## config.mk

```make
export PLATFORM = sky130hd
export DESIGN_NAME = l1d_maint
export DESIGN_NICKNAME = d
export VERILOG_FILES = /design/src/rtl/l1d_maint_pkg.sv /design/src/rtl/l1d_maint_regs.sv /design/src/rtl/l1d_maint_lines.sv /design/src/rtl/l1d_maint_walk.sv /design/src/rtl/l1d_maint.sv
export SDC_FILE = /design/constraint.sdc
export NUM_CORES = 1
export LEC_CHECK = 0
export BUFFER_PORTS_ARGS = -buffer_cell sky130_fd_sc_hd__buf_2
export CAP_MARGIN = 25
export CORE_MARGIN = 4
export CORE_UTILIZATION = 35
export CTS_CLUSTER_SIZE = 12
export DETAILED_ROUTE_END_ITERATION = 16
export PLACE_DENSITY_LB_ADDON = 0.25
export SLEW_MARGIN = 20
export SYNTH_ARGS = -nofsm -noshare
export SYNTH_HDL_FRONTEND = slang
export SYNTH_SLANG_ARGS = --single-unit
```

## constraint.sdc

```tcl
create_clock -name clk -period 12.45 [get_ports clk]
set_input_delay 0.6225 -clock clk [delete_from_list [all_inputs] [get_ports clk]]
set_output_delay 0.6225 -clock clk [all_outputs]
set_load 0.02 [all_outputs]
```

## src/rtl/l1d_maint_pkg.sv

```systemverilog
// Shared types and register codes for the cache maintenance engine.
package l1d_maint_pkg;

    // Maintenance operation carried from the register port to the walker.
    typedef enum logic [1:0] {
        MOP_NONE  = 2'd0,
        MOP_INV   = 2'd1,
        MOP_FLUSH = 2'd2
    } mop_e;

    // Walker state.
    typedef enum logic [1:0] {
        WS_IDLE = 2'd0,
        WS_SCAN = 2'd1,
        WS_WB   = 2'd2
    } wstate_e;

    // Register select codes.
    localparam logic [2:0] SEL_CTRL       = 3'd0;
    localparam logic [2:0] SEL_ALL_INV    = 3'd1;
    localparam logic [2:0] SEL_ALL_FLUSH  = 3'd2;
    localparam logic [2:0] SEL_LINE_INV   = 3'd3;
    localparam logic [2:0] SEL_LINE_FLUSH = 3'd4;

    // Control register bit positions.
    localparam int CTRL_DIS_BIT  = 0;
    localparam int CTRL_MODE_BIT = 6;
    localparam int CTRL_BUSY_BIT = 8;

endpackage

```

## src/rtl/l1d_maint_regs.sv

```systemverilog
// Control register and single-slot command holder.
// Assumes: take is raised only while pend_v is set; a new command write
// in the same cycle as take replaces the consumed one.
module l1d_maint_regs
    import l1d_maint_pkg::*;
#(
    parameter int ADDR_W = 16
) (
    input  logic              clk,
    input  logic              rst_n,
    input  logic              cfg_we,
    input  logic [2:0]        cfg_sel,
    input  logic [ADDR_W-1:0] cfg_wdata,
    input  logic              take,
    output logic              dis_q,
    output logic              mode_q,
    output logic              pend_v,
    output mop_e              pend_op,
    output logic              pend_whole,
    output logic [ADDR_W-1:0] pend_addr
);

    logic is_cmd;
    mop_e dec_op;
    logic dec_whole;

    // Decode the register select into an operation and its scope.
    always_comb begin
        is_cmd    = 1'b1;
        dec_op    = MOP_NONE;
        dec_whole = 1'b0;
        case (cfg_sel)
            SEL_ALL_INV:    begin dec_op = MOP_INV;   dec_whole = 1'b1; end
            SEL_ALL_FLUSH:  begin dec_op = MOP_FLUSH; dec_whole = 1'b1; end
            SEL_LINE_INV:   dec_op = MOP_INV;
            SEL_LINE_FLUSH: dec_op = MOP_FLUSH;
            default:        is_cmd = 1'b0;
        endcase
    end

    // Control register bits written by software.
    always_ff @(posedge clk) begin
        if (!rst_n) begin
            dis_q  <= 1'b0;
            mode_q <= 1'b0;
        end else if (cfg_we && cfg_sel == SEL_CTRL) begin
            dis_q  <= cfg_wdata[CTRL_DIS_BIT];
            mode_q <= cfg_wdata[CTRL_MODE_BIT];
        end
    end

    // Command slot: filled by an enabled command write, emptied by the walker.
    always_ff @(posedge clk) begin
        if (!rst_n) begin
            pend_v     <= 1'b0;
            pend_op    <= MOP_NONE;
            pend_whole <= 1'b0;
            pend_addr  <= '0;
        end else begin
            if (take)
                pend_v <= 1'b0;
            if (cfg_we && is_cmd && !dis_q) begin
                pend_v     <= 1'b1;
                pend_op    <= dec_op;
                pend_whole <= dec_whole;
                pend_addr  <= cfg_wdata;
            end
        end
    end

endmodule

```

## src/rtl/l1d_maint_lines.sv

```systemverilog
// Line state storage: valid, dirty, tag and one data word per line.
// Assumes: fill_en is already gated off while the walker is busy, so
// walker updates and fills never collide.
module l1d_maint_lines #(
    parameter int NUM_LINES = 8,
    parameter int IDX_W     = 3,
    parameter int TAG_W     = 9,
    parameter int DATA_W    = 32
) (
    input  logic              clk,
    input  logic              rst_n,
    input  logic              fill_en,
    input  logic [IDX_W-1:0]  fill_idx,
    input  logic [TAG_W-1:0]  fill_tag,
    input  logic [DATA_W-1:0] fill_data,
    input  logic              fill_dirty,
    input  logic [IDX_W-1:0]  cur_idx,
    input  logic              clr_valid,
    input  logic              clr_dirty,
    input  logic [IDX_W-1:0]  probe_idx,
    input  logic [TAG_W-1:0]  probe_tag,
    output logic              cur_v,
    output logic              cur_d,
    output logic [TAG_W-1:0]  cur_tag,
    output logic [DATA_W-1:0] cur_data,
    output logic              probe_hit,
    output logic              probe_dirty,
    output logic [DATA_W-1:0] probe_data
);

    logic [NUM_LINES-1:0] v_q;
    logic [NUM_LINES-1:0] d_q;
    logic [TAG_W-1:0]     tag_q  [NUM_LINES];
    logic [DATA_W-1:0]    data_q [NUM_LINES];

    for (genvar i = 0; i < NUM_LINES; i++) begin : g_line
        logic sel_cur;
        logic sel_fill;
        assign sel_cur  = (cur_idx == IDX_W'(i));
        assign sel_fill = fill_en && (fill_idx == IDX_W'(i));

        // Per-line state: fill installs, walker clears valid or dirty.
        always_ff @(posedge clk) begin
            if (!rst_n) begin
                v_q[i]    <= 1'b0;
                d_q[i]    <= 1'b0;
                tag_q[i]  <= '0;
                data_q[i] <= '0;
            end else if (sel_fill) begin
                v_q[i]    <= 1'b1;
                d_q[i]    <= fill_dirty;
                tag_q[i]  <= fill_tag;
                data_q[i] <= fill_data;
            end else if (sel_cur && clr_valid) begin
                v_q[i] <= 1'b0;
                d_q[i] <= 1'b0;
            end else if (sel_cur && clr_dirty) begin
                d_q[i] <= 1'b0;
            end
        end
    end

    // Read the line the walker is visiting.
    always_comb begin
        cur_v    = v_q[cur_idx];
        cur_d    = d_q[cur_idx];
        cur_tag  = tag_q[cur_idx];
        cur_data = data_q[cur_idx];
    end

    // Look up the probe address.
    always_comb begin
        probe_hit   = v_q[probe_idx] && (tag_q[probe_idx] == probe_tag);
        probe_dirty = probe_hit && d_q[probe_idx];
        probe_data  = data_q[probe_idx];
    end

endmodule

```

## src/rtl/l1d_maint_walk.sv

```systemverilog
// Walker: visits one line per cycle, writes back where required and
// clears valid or dirty state. A whole-cache walk covers every index in
// ascending order; a line walk covers one index with a tag compare.
// Assumes: the visited line does not change while a write-back waits.
module l1d_maint_walk
    import l1d_maint_pkg::*;
#(
    parameter int NUM_LINES = 8,
    parameter int IDX_W     = 3,
    parameter int TAG_W     = 9,
    parameter int OFF_W     = 4,
    parameter int DATA_W    = 32
) (
    input  logic                         clk,
    input  logic                         rst_n,
    input  logic                         pend_v,
    input  mop_e                         pend_op,
    input  logic                         pend_whole,
    input  logic [IDX_W-1:0]             pend_idx,
    input  logic [TAG_W-1:0]             pend_tag,
    input  logic                         mode_q,
    input  logic                         line_v,
    input  logic                         line_d,
    input  logic [TAG_W-1:0]             line_tag,
    input  logic [DATA_W-1:0]            line_data,
    input  logic                         wb_ack,
    output logic                         take,
    output logic [IDX_W-1:0]             cur_idx,
    output logic                         active,
    output logic                         clr_valid,
    output logic                         clr_dirty,
    output logic                         wb_req,
    output logic [TAG_W+IDX_W+OFF_W-1:0] wb_addr,
    output logic [DATA_W-1:0]            wb_data
);

    localparam logic [IDX_W-1:0] LAST_IDX = IDX_W'(NUM_LINES - 1);

    wstate_e          st_q;
    logic [IDX_W-1:0] idx_q;
    logic [TAG_W-1:0] tag_q;
    logic             whole_q;
    logic             do_wb_q;
    logic             do_inv_q;

    logic match;
    logic need_wb;
    logic step;
    logic last;

    // Per-line decision for the visited index.
    always_comb begin
        match     = line_v && (whole_q || line_tag == tag_q);
        need_wb   = do_wb_q && match && line_d;
        last      = !whole_q || idx_q == LAST_IDX;
        take      = (st_q == WS_IDLE) && pend_v;
        wb_req    = (st_q == WS_WB);
        step      = 1'b0;
        clr_valid = 1'b0;
        clr_dirty = 1'b0;
        if (st_q == WS_SCAN && !need_wb) begin
            step      = 1'b1;
            clr_valid = do_inv_q && match;
        end else if (st_q == WS_WB && wb_ack) begin
            step      = 1'b1;
            clr_valid = do_inv_q;
            clr_dirty = !do_inv_q;
        end
    end

    // Walk sequencing: load a held command, advance, wait on write-backs.
    always_ff @(posedge clk) begin
        if (!rst_n) begin
            st_q     <= WS_IDLE;
            idx_q    <= '0;
            tag_q    <= '0;
            whole_q  <= 1'b0;
            do_wb_q  <= 1'b0;
            do_inv_q <= 1'b0;
        end else begin
            case (st_q)
                WS_IDLE: if (pend_v) begin
                    st_q     <= WS_SCAN;
                    idx_q    <= pend_whole ? '0 : pend_idx;
                    tag_q    <= pend_tag;
                    whole_q  <= pend_whole;
                    do_inv_q <= (pend_op == MOP_INV);
                    do_wb_q  <= (pend_op == MOP_FLUSH) ||
                                (pend_op == MOP_INV && mode_q);
                end
                WS_SCAN: if (need_wb) st_q <= WS_WB;
                default: ;
            endcase
            if (step) begin
                if (last) begin
                    st_q <= WS_IDLE;
                end else begin
                    st_q  <= WS_SCAN;
                    idx_q <= idx_q + 1'b1;
                end
            end
        end
    end

    assign cur_idx = idx_q;
    assign active  = (st_q != WS_IDLE);
    assign wb_addr = {line_tag, idx_q, {OFF_W{1'b0}}};
    assign wb_data = line_data;

endmodule

```

## src/rtl/l1d_maint.sv

```systemverilog
// Top of the data cache maintenance engine: register port, held command,
// line storage and walker. Line size is 2**OFF_W bytes, one data word
// modelled per line; NUM_LINES must be a power of two.
module l1d_maint
    import l1d_maint_pkg::*;
#(
    parameter int ADDR_W     = 16,
    parameter int DATA_W     = 32,
    parameter int NUM_LINES  = 8,
    parameter int LINE_BYTES = 16
) (
    input  logic              clk,
    input  logic              rst_n,
    input  logic              cfg_we,
    input  logic [2:0]        cfg_sel,
    input  logic [ADDR_W-1:0] cfg_wdata,
    output logic [8:0]        ctrl_rdata,
    input  logic              fill_en,
    input  logic [ADDR_W-1:0] fill_addr,
    input  logic [DATA_W-1:0] fill_data,
    input  logic              fill_dirty,
    input  logic [ADDR_W-1:0] probe_addr,
    output logic              probe_hit,
    output logic              probe_dirty,
    output logic [DATA_W-1:0] probe_data,
    output logic              wb_req,
    output logic [ADDR_W-1:0] wb_addr,
    output logic [DATA_W-1:0] wb_data,
    input  logic              wb_ack
);

    localparam int OFF_W = $clog2(LINE_BYTES);
    localparam int IDX_W = $clog2(NUM_LINES);
    localparam int TAG_W = ADDR_W - IDX_W - OFF_W;

    logic              dis_q, mode_q, pend_v, pend_whole, take, active, busy;
    mop_e              pend_op;
    logic [ADDR_W-1:0] pend_addr;
    logic [IDX_W-1:0]  cur_idx;
    logic              clr_valid, clr_dirty;
    logic              line_v, line_d;
    logic [TAG_W-1:0]  line_tag;
    logic [DATA_W-1:0] line_data;
    logic              unused_off;

    assign unused_off = ^{fill_addr[OFF_W-1:0], probe_addr[OFF_W-1:0],
                          pend_addr[OFF_W-1:0]};

    assign busy = active || pend_v;

    // Control readback: busy, invalidate mode, disable; rest zero.
    always_comb begin
        ctrl_rdata                = '0;
        ctrl_rdata[CTRL_DIS_BIT]  = dis_q;
        ctrl_rdata[CTRL_MODE_BIT] = mode_q;
        ctrl_rdata[CTRL_BUSY_BIT] = busy;
    end

    l1d_maint_regs #(.ADDR_W(ADDR_W)) regs_i (
        .clk(clk), .rst_n(rst_n), .cfg_we(cfg_we), .cfg_sel(cfg_sel),
        .cfg_wdata(cfg_wdata), .take(take), .dis_q(dis_q), .mode_q(mode_q),
        .pend_v(pend_v), .pend_op(pend_op), .pend_whole(pend_whole),
        .pend_addr(pend_addr)
    );

    l1d_maint_lines #(
        .NUM_LINES(NUM_LINES), .IDX_W(IDX_W), .TAG_W(TAG_W), .DATA_W(DATA_W)
    ) lines_i (
        .clk(clk), .rst_n(rst_n),
        .fill_en(fill_en && !busy),
        .fill_idx(fill_addr[OFF_W +: IDX_W]),
        .fill_tag(fill_addr[ADDR_W-1 -: TAG_W]),
        .fill_data(fill_data), .fill_dirty(fill_dirty),
        .cur_idx(cur_idx), .clr_valid(clr_valid), .clr_dirty(clr_dirty),
        .probe_idx(probe_addr[OFF_W +: IDX_W]),
        .probe_tag(probe_addr[ADDR_W-1 -: TAG_W]),
        .cur_v(line_v), .cur_d(line_d), .cur_tag(line_tag),
        .cur_data(line_data), .probe_hit(probe_hit),
        .probe_dirty(probe_dirty), .probe_data(probe_data)
    );

    l1d_maint_walk #(
        .NUM_LINES(NUM_LINES), .IDX_W(IDX_W), .TAG_W(TAG_W),
        .OFF_W(OFF_W), .DATA_W(DATA_W)
    ) walk_i (
        .clk(clk), .rst_n(rst_n), .pend_v(pend_v), .pend_op(pend_op),
        .pend_whole(pend_whole),
        .pend_idx(pend_addr[OFF_W +: IDX_W]),
        .pend_tag(pend_addr[ADDR_W-1 -: TAG_W]),
        .mode_q(mode_q), .line_v(line_v), .line_d(line_d),
        .line_tag(line_tag), .line_data(line_data), .wb_ack(wb_ack),
        .take(take), .cur_idx(cur_idx), .active(active),
        .clr_valid(clr_valid), .clr_dirty(clr_dirty), .wb_req(wb_req),
        .wb_addr(wb_addr), .wb_data(wb_data)
    );

endmodule

```

==> impl_metrics.json <==
{
  "reg2reg_setup_slack_ps": 8050,
  "core-area_sq_um": 56280,
  "hold-path-cell-count": 3,
  "cts_tree": "built",
  "grt_max_degree": 65,
  "track_usage_pct": 19.31,
  "vias_per_cell": 5.308,
  "drv_cap": 0,
  "drc": 0,
  "min_to": "regs_i.pend_addr[4]",
  "syn-instance-count": 1426,
  "path_clk_slew_ps": 60,
  "grt_antenna_before_repair": 6,
  "nNetsFinal": 1643,
  "rr_endpoint": "lines_i.d_q[4]",
  "relSlewSlack_pct": 36.21,
  "clk_latency_ps": 570,
  "floorplan.rows": 87,
  "ys_async_sr_fraction_pct": 0,
  "die_area_sq_um": 60630,
  "cts_hold_buf": 0,
  "seqPwrFrac_pct": 48.6,
  "port_buffers": 159,
  "p_sw_share_pct": 24.57,
  "p_per_area_nw_per_um2": 132.5,
  "critPathLaunchType": "input pin",
  "synth.top_cell.area_share_pct": 49.59,
  "hold_viol_final": 0,
  "hold_start": "cfg_wdata[4]",
  "finalSetupViolCount": 0,
  "critical_path_class": "input pin to primary output",
  "leakage_nw": 8.758,
  "wl_per_cell_microns": 24.97,
  "drive_gt1_share_pct": 30.17,
  "power.switching_mw": 0.7445,
  "cp.required_ps": 11830,
  "hold_path.class": "input pin to register",
  "synthTopCellsByArea": "edfxtp_1 50%, mux4_2 19%, and2_1 7.8%, dfxtp_1 5.1%, nand2_1 2.9%",
  "grt_pass1_vias": 13160,
  "synthDistinctLibCells": 56,
  "start_util_pct": 35.29,
  "grt_first_pass_wirelength_microns": 86460,
  "r2r.worst_path.cells": 8,
  "hpwl_microns": 32880,
  "synth_edf_count": 328,
  "p_comb_share_pct": 10.7,
  "tns_ps": 0,
  "outcome": "completed",
  "ioPinCount": 181,
  "worstSetupEndpointType": "primary output",
  "netlist_area_sq_um": 19860,
  "crit-reg2reg-launch": "walk_i.cur_idx[2]",
  "numClockSinks": 379,
  "fin_worst_skew_ps": 22.39,
  "cts-root-buf": "clkbuf_16",
  "hold_ws_ps": 289.4,
  "cp.arrival_ps": 3870,
  "tightest_slew_ps": 953.3,
  "p_clk_share_pct": 40.6,
  "vias": 12430,
  "post-route-min-period_ps": 4489,
  "period_share_pct": 36.06,
  "cts_max_path_buffers": 3,
  "slew_viol_final": 0,
  "gp_congestion": 0.7563,
  "die_h_microns": 246.2,
  "peakVddDrop_v": 0.00007654,
  "cts_resized": 0,
  "clock.fmax_ghz": 0.2227,
  "drt_iter0_markers": 957,
  "area_growth_pct": 15.17,
  "synth_ff_type": "edfxtp_1",
  "die_w_microns": 246.2,
  "p_int_mw": 2.286,
  "cts_setup_buffers": 0,
  "ys_ff_latch": 379,
  "htree_levels": 2,
  "synth_area_per_cell_sq_um": 13.93,
  "overflow": 0,
  "drt_wl_total_microns": 58480,
  "ys_warn_count": 0,
  "cts-buffers-inserted": 44,
  "yosys.area.top_type": "edfxtp_1",
  "seq_area_frac_synth_pct": 54.73,
  "ant_nets": 0,
  "crit_fanout": 51,
  "drt_pass1_iterations": 5,
  "rsz0062_at_grt": "no"
}
cell families (layout without fill, tap and decap cells):
logic type / Yosys count / in the layout / synth area share, %
and+or+nand+nor: 567 / 567 / 15.57
DFF: 379 / 379 / 54.73
muxes: 241 / 241 / 22.94
other: 1 / 15 / 0.01888
AOI/OAI and AO/OA: 78 / 78 / 2.589
buffers and inverters: 136 / 282 / 2.986
xor gates and xnor gates: 18 / 18 / 0.7937
adders and majority gates: 6 / 6 / 0.3779
cells in the final DEF (no fill, tap or decap), drive strengths merged, types with 3 or more instances in the layout:
cell type / count
nor4: 5
clkinv: 21
mux2i: 40
nand3: 8
nand2: 152
nand2b: 4
nor3: 7
a21oi: 31
o211ai: 3
diode: 5
conb: 10
o21ai: 13
mux2: 33
and2: 250
a211oi: 5
nor2b: 8
buf: 183
dfxtp: 51
clkbuf: 54
mux4: 168
inv: 21
and3: 84
nor2: 36
ha: 6
o31ai: 5
a21boi: 3
o22ai: 6
edfxtp: 328
xnor2: 18
synthesized netlist by cell type (all sizes together) (2+ instances only):
| library cell | n |
|---|---|
| nand4 | 2 |
| a22o | 2 |
| and4 | 2 |
| nor3b | 2 |
| mux2 | 33 |
| a21oi | 31 |
| a21boi | 3 |
| mux2i | 40 |
| o21ai | 13 |
| a31oi | 2 |
| nor4 | 5 |
| or3 | 2 |
| nor2 | 36 |
| a211oi | 5 |
| a22oi | 2 |
| inv | 20 |
| nor2b | 8 |
| xnor2 | 18 |
| edfxtp | 328 |
| mux4 | 168 |
| dfxtp | 51 |
| and3 | 84 |
| nand2 | 152 |
| nor3 | 7 |
| ha | 6 |
| o21a | 2 |
| o211ai | 3 |
| o22ai | 6 |
| buf | 42 |
| and2 | 250 |
| nand3 | 8 |
| o31ai | 5 |
| nand2b | 4 |
| clkbuf | 74 |
power by group through the flow:
stage          logic [mW]  registers [mW]  clock network [mW]
2_1_floorplan       0.210            1.49                   0
3_3_place_gp        0.327            1.49                   0
3_5_place_dp        0.330            1.50                   0
4_1_cts             0.331            1.47                1.26
5_1_grt             0.351            1.48                1.32
6_report            0.325            1.47                1.23
metal layers:
layer	vias up	GRT usage, %	routed length [microns]
li1	5591	-	-
met1	6380	25.51	24150
met2	376	33.24	29320
met3	80	3.657	3864
met4	4	4.388	1106
met5	-	0	33
state kept, by name, indices dropped and copies added (netlist names):
| name | flops |
|---|---|
| regs_i.pend_addr | 12 |
| lines_i.data_q | 256 |
| regs_i.pend_v | 1 |
| lines_i.d_q | 8 |
| walk_i.do_wb_q | 1 |
| regs_i.pend_whole | 1 |
| walk_i.tag_q | 9 |
| walk_i.st_q | 2 |
| walk_i.cur_idx | 3 |
| regs_i.mode_q | 1 |
| regs_i.dis_q | 1 |
| lines_i.v_q | 8 |
| walk_i.whole_q | 1 |
| lines_i.tag_q | 72 |
| walk_i.do_inv_q | 1 |
| regs_i.pend_op | 2 |
metrics by stage:
stage          instance area, sq um  power (mW)  worst slack, ps  instances  utilization (%)
2_1_floorplan                 19900       1.701             7692       1435                -
3_3_place_gp                  21450       1.822             7905       2256            38.11
3_5_place_dp                  21470       1.830             7844       2257            38.16
4_1_cts                       22840       3.064             7845       2336            40.58
5_1_grt                       22870       3.149             7674       2338            40.63
6_report                      22880       3.030             7961       2342            40.65
area by class of cell:
cell class | instances | area [sq um]
repair buffers | 183 | 1027
clock inverters | 25 | 181.4
fillers | 5183 | 33400
inverters | 20 | 75.07
flip-flops and latches | 379 | 10880
diodes | 5 | 12.51
multi-input cells | 920 | 8573
well taps | 756 | 945.9
clock buffers | 54 | 1181
worst max-delay path, cell delays in order:
cell     delay, ps
buf_6          590
buf_4          760
mux4_2         600
xnor2_1        160
nand2_1         60
o21ai_0        310
and3_1         230
nor2b_1        250
buf_2          220
worst max path at each step:
stage,end,cells after the start,start,slack [ps]
after floorplan,lines_i.data_q[0][0],4,walk_i.st_q[1],7690
after global placement,probe_dirty,9,probe_addr[4],7910
after detailed placement,probe_dirty,9,probe_addr[4],7840
after CTS,probe_dirty,9,probe_addr[4],7840
after global routing,probe_dirty,9,probe_addr[4],7670
final,probe_dirty,9,probe_addr[4],7960
(Power assumes the default switching activity.)
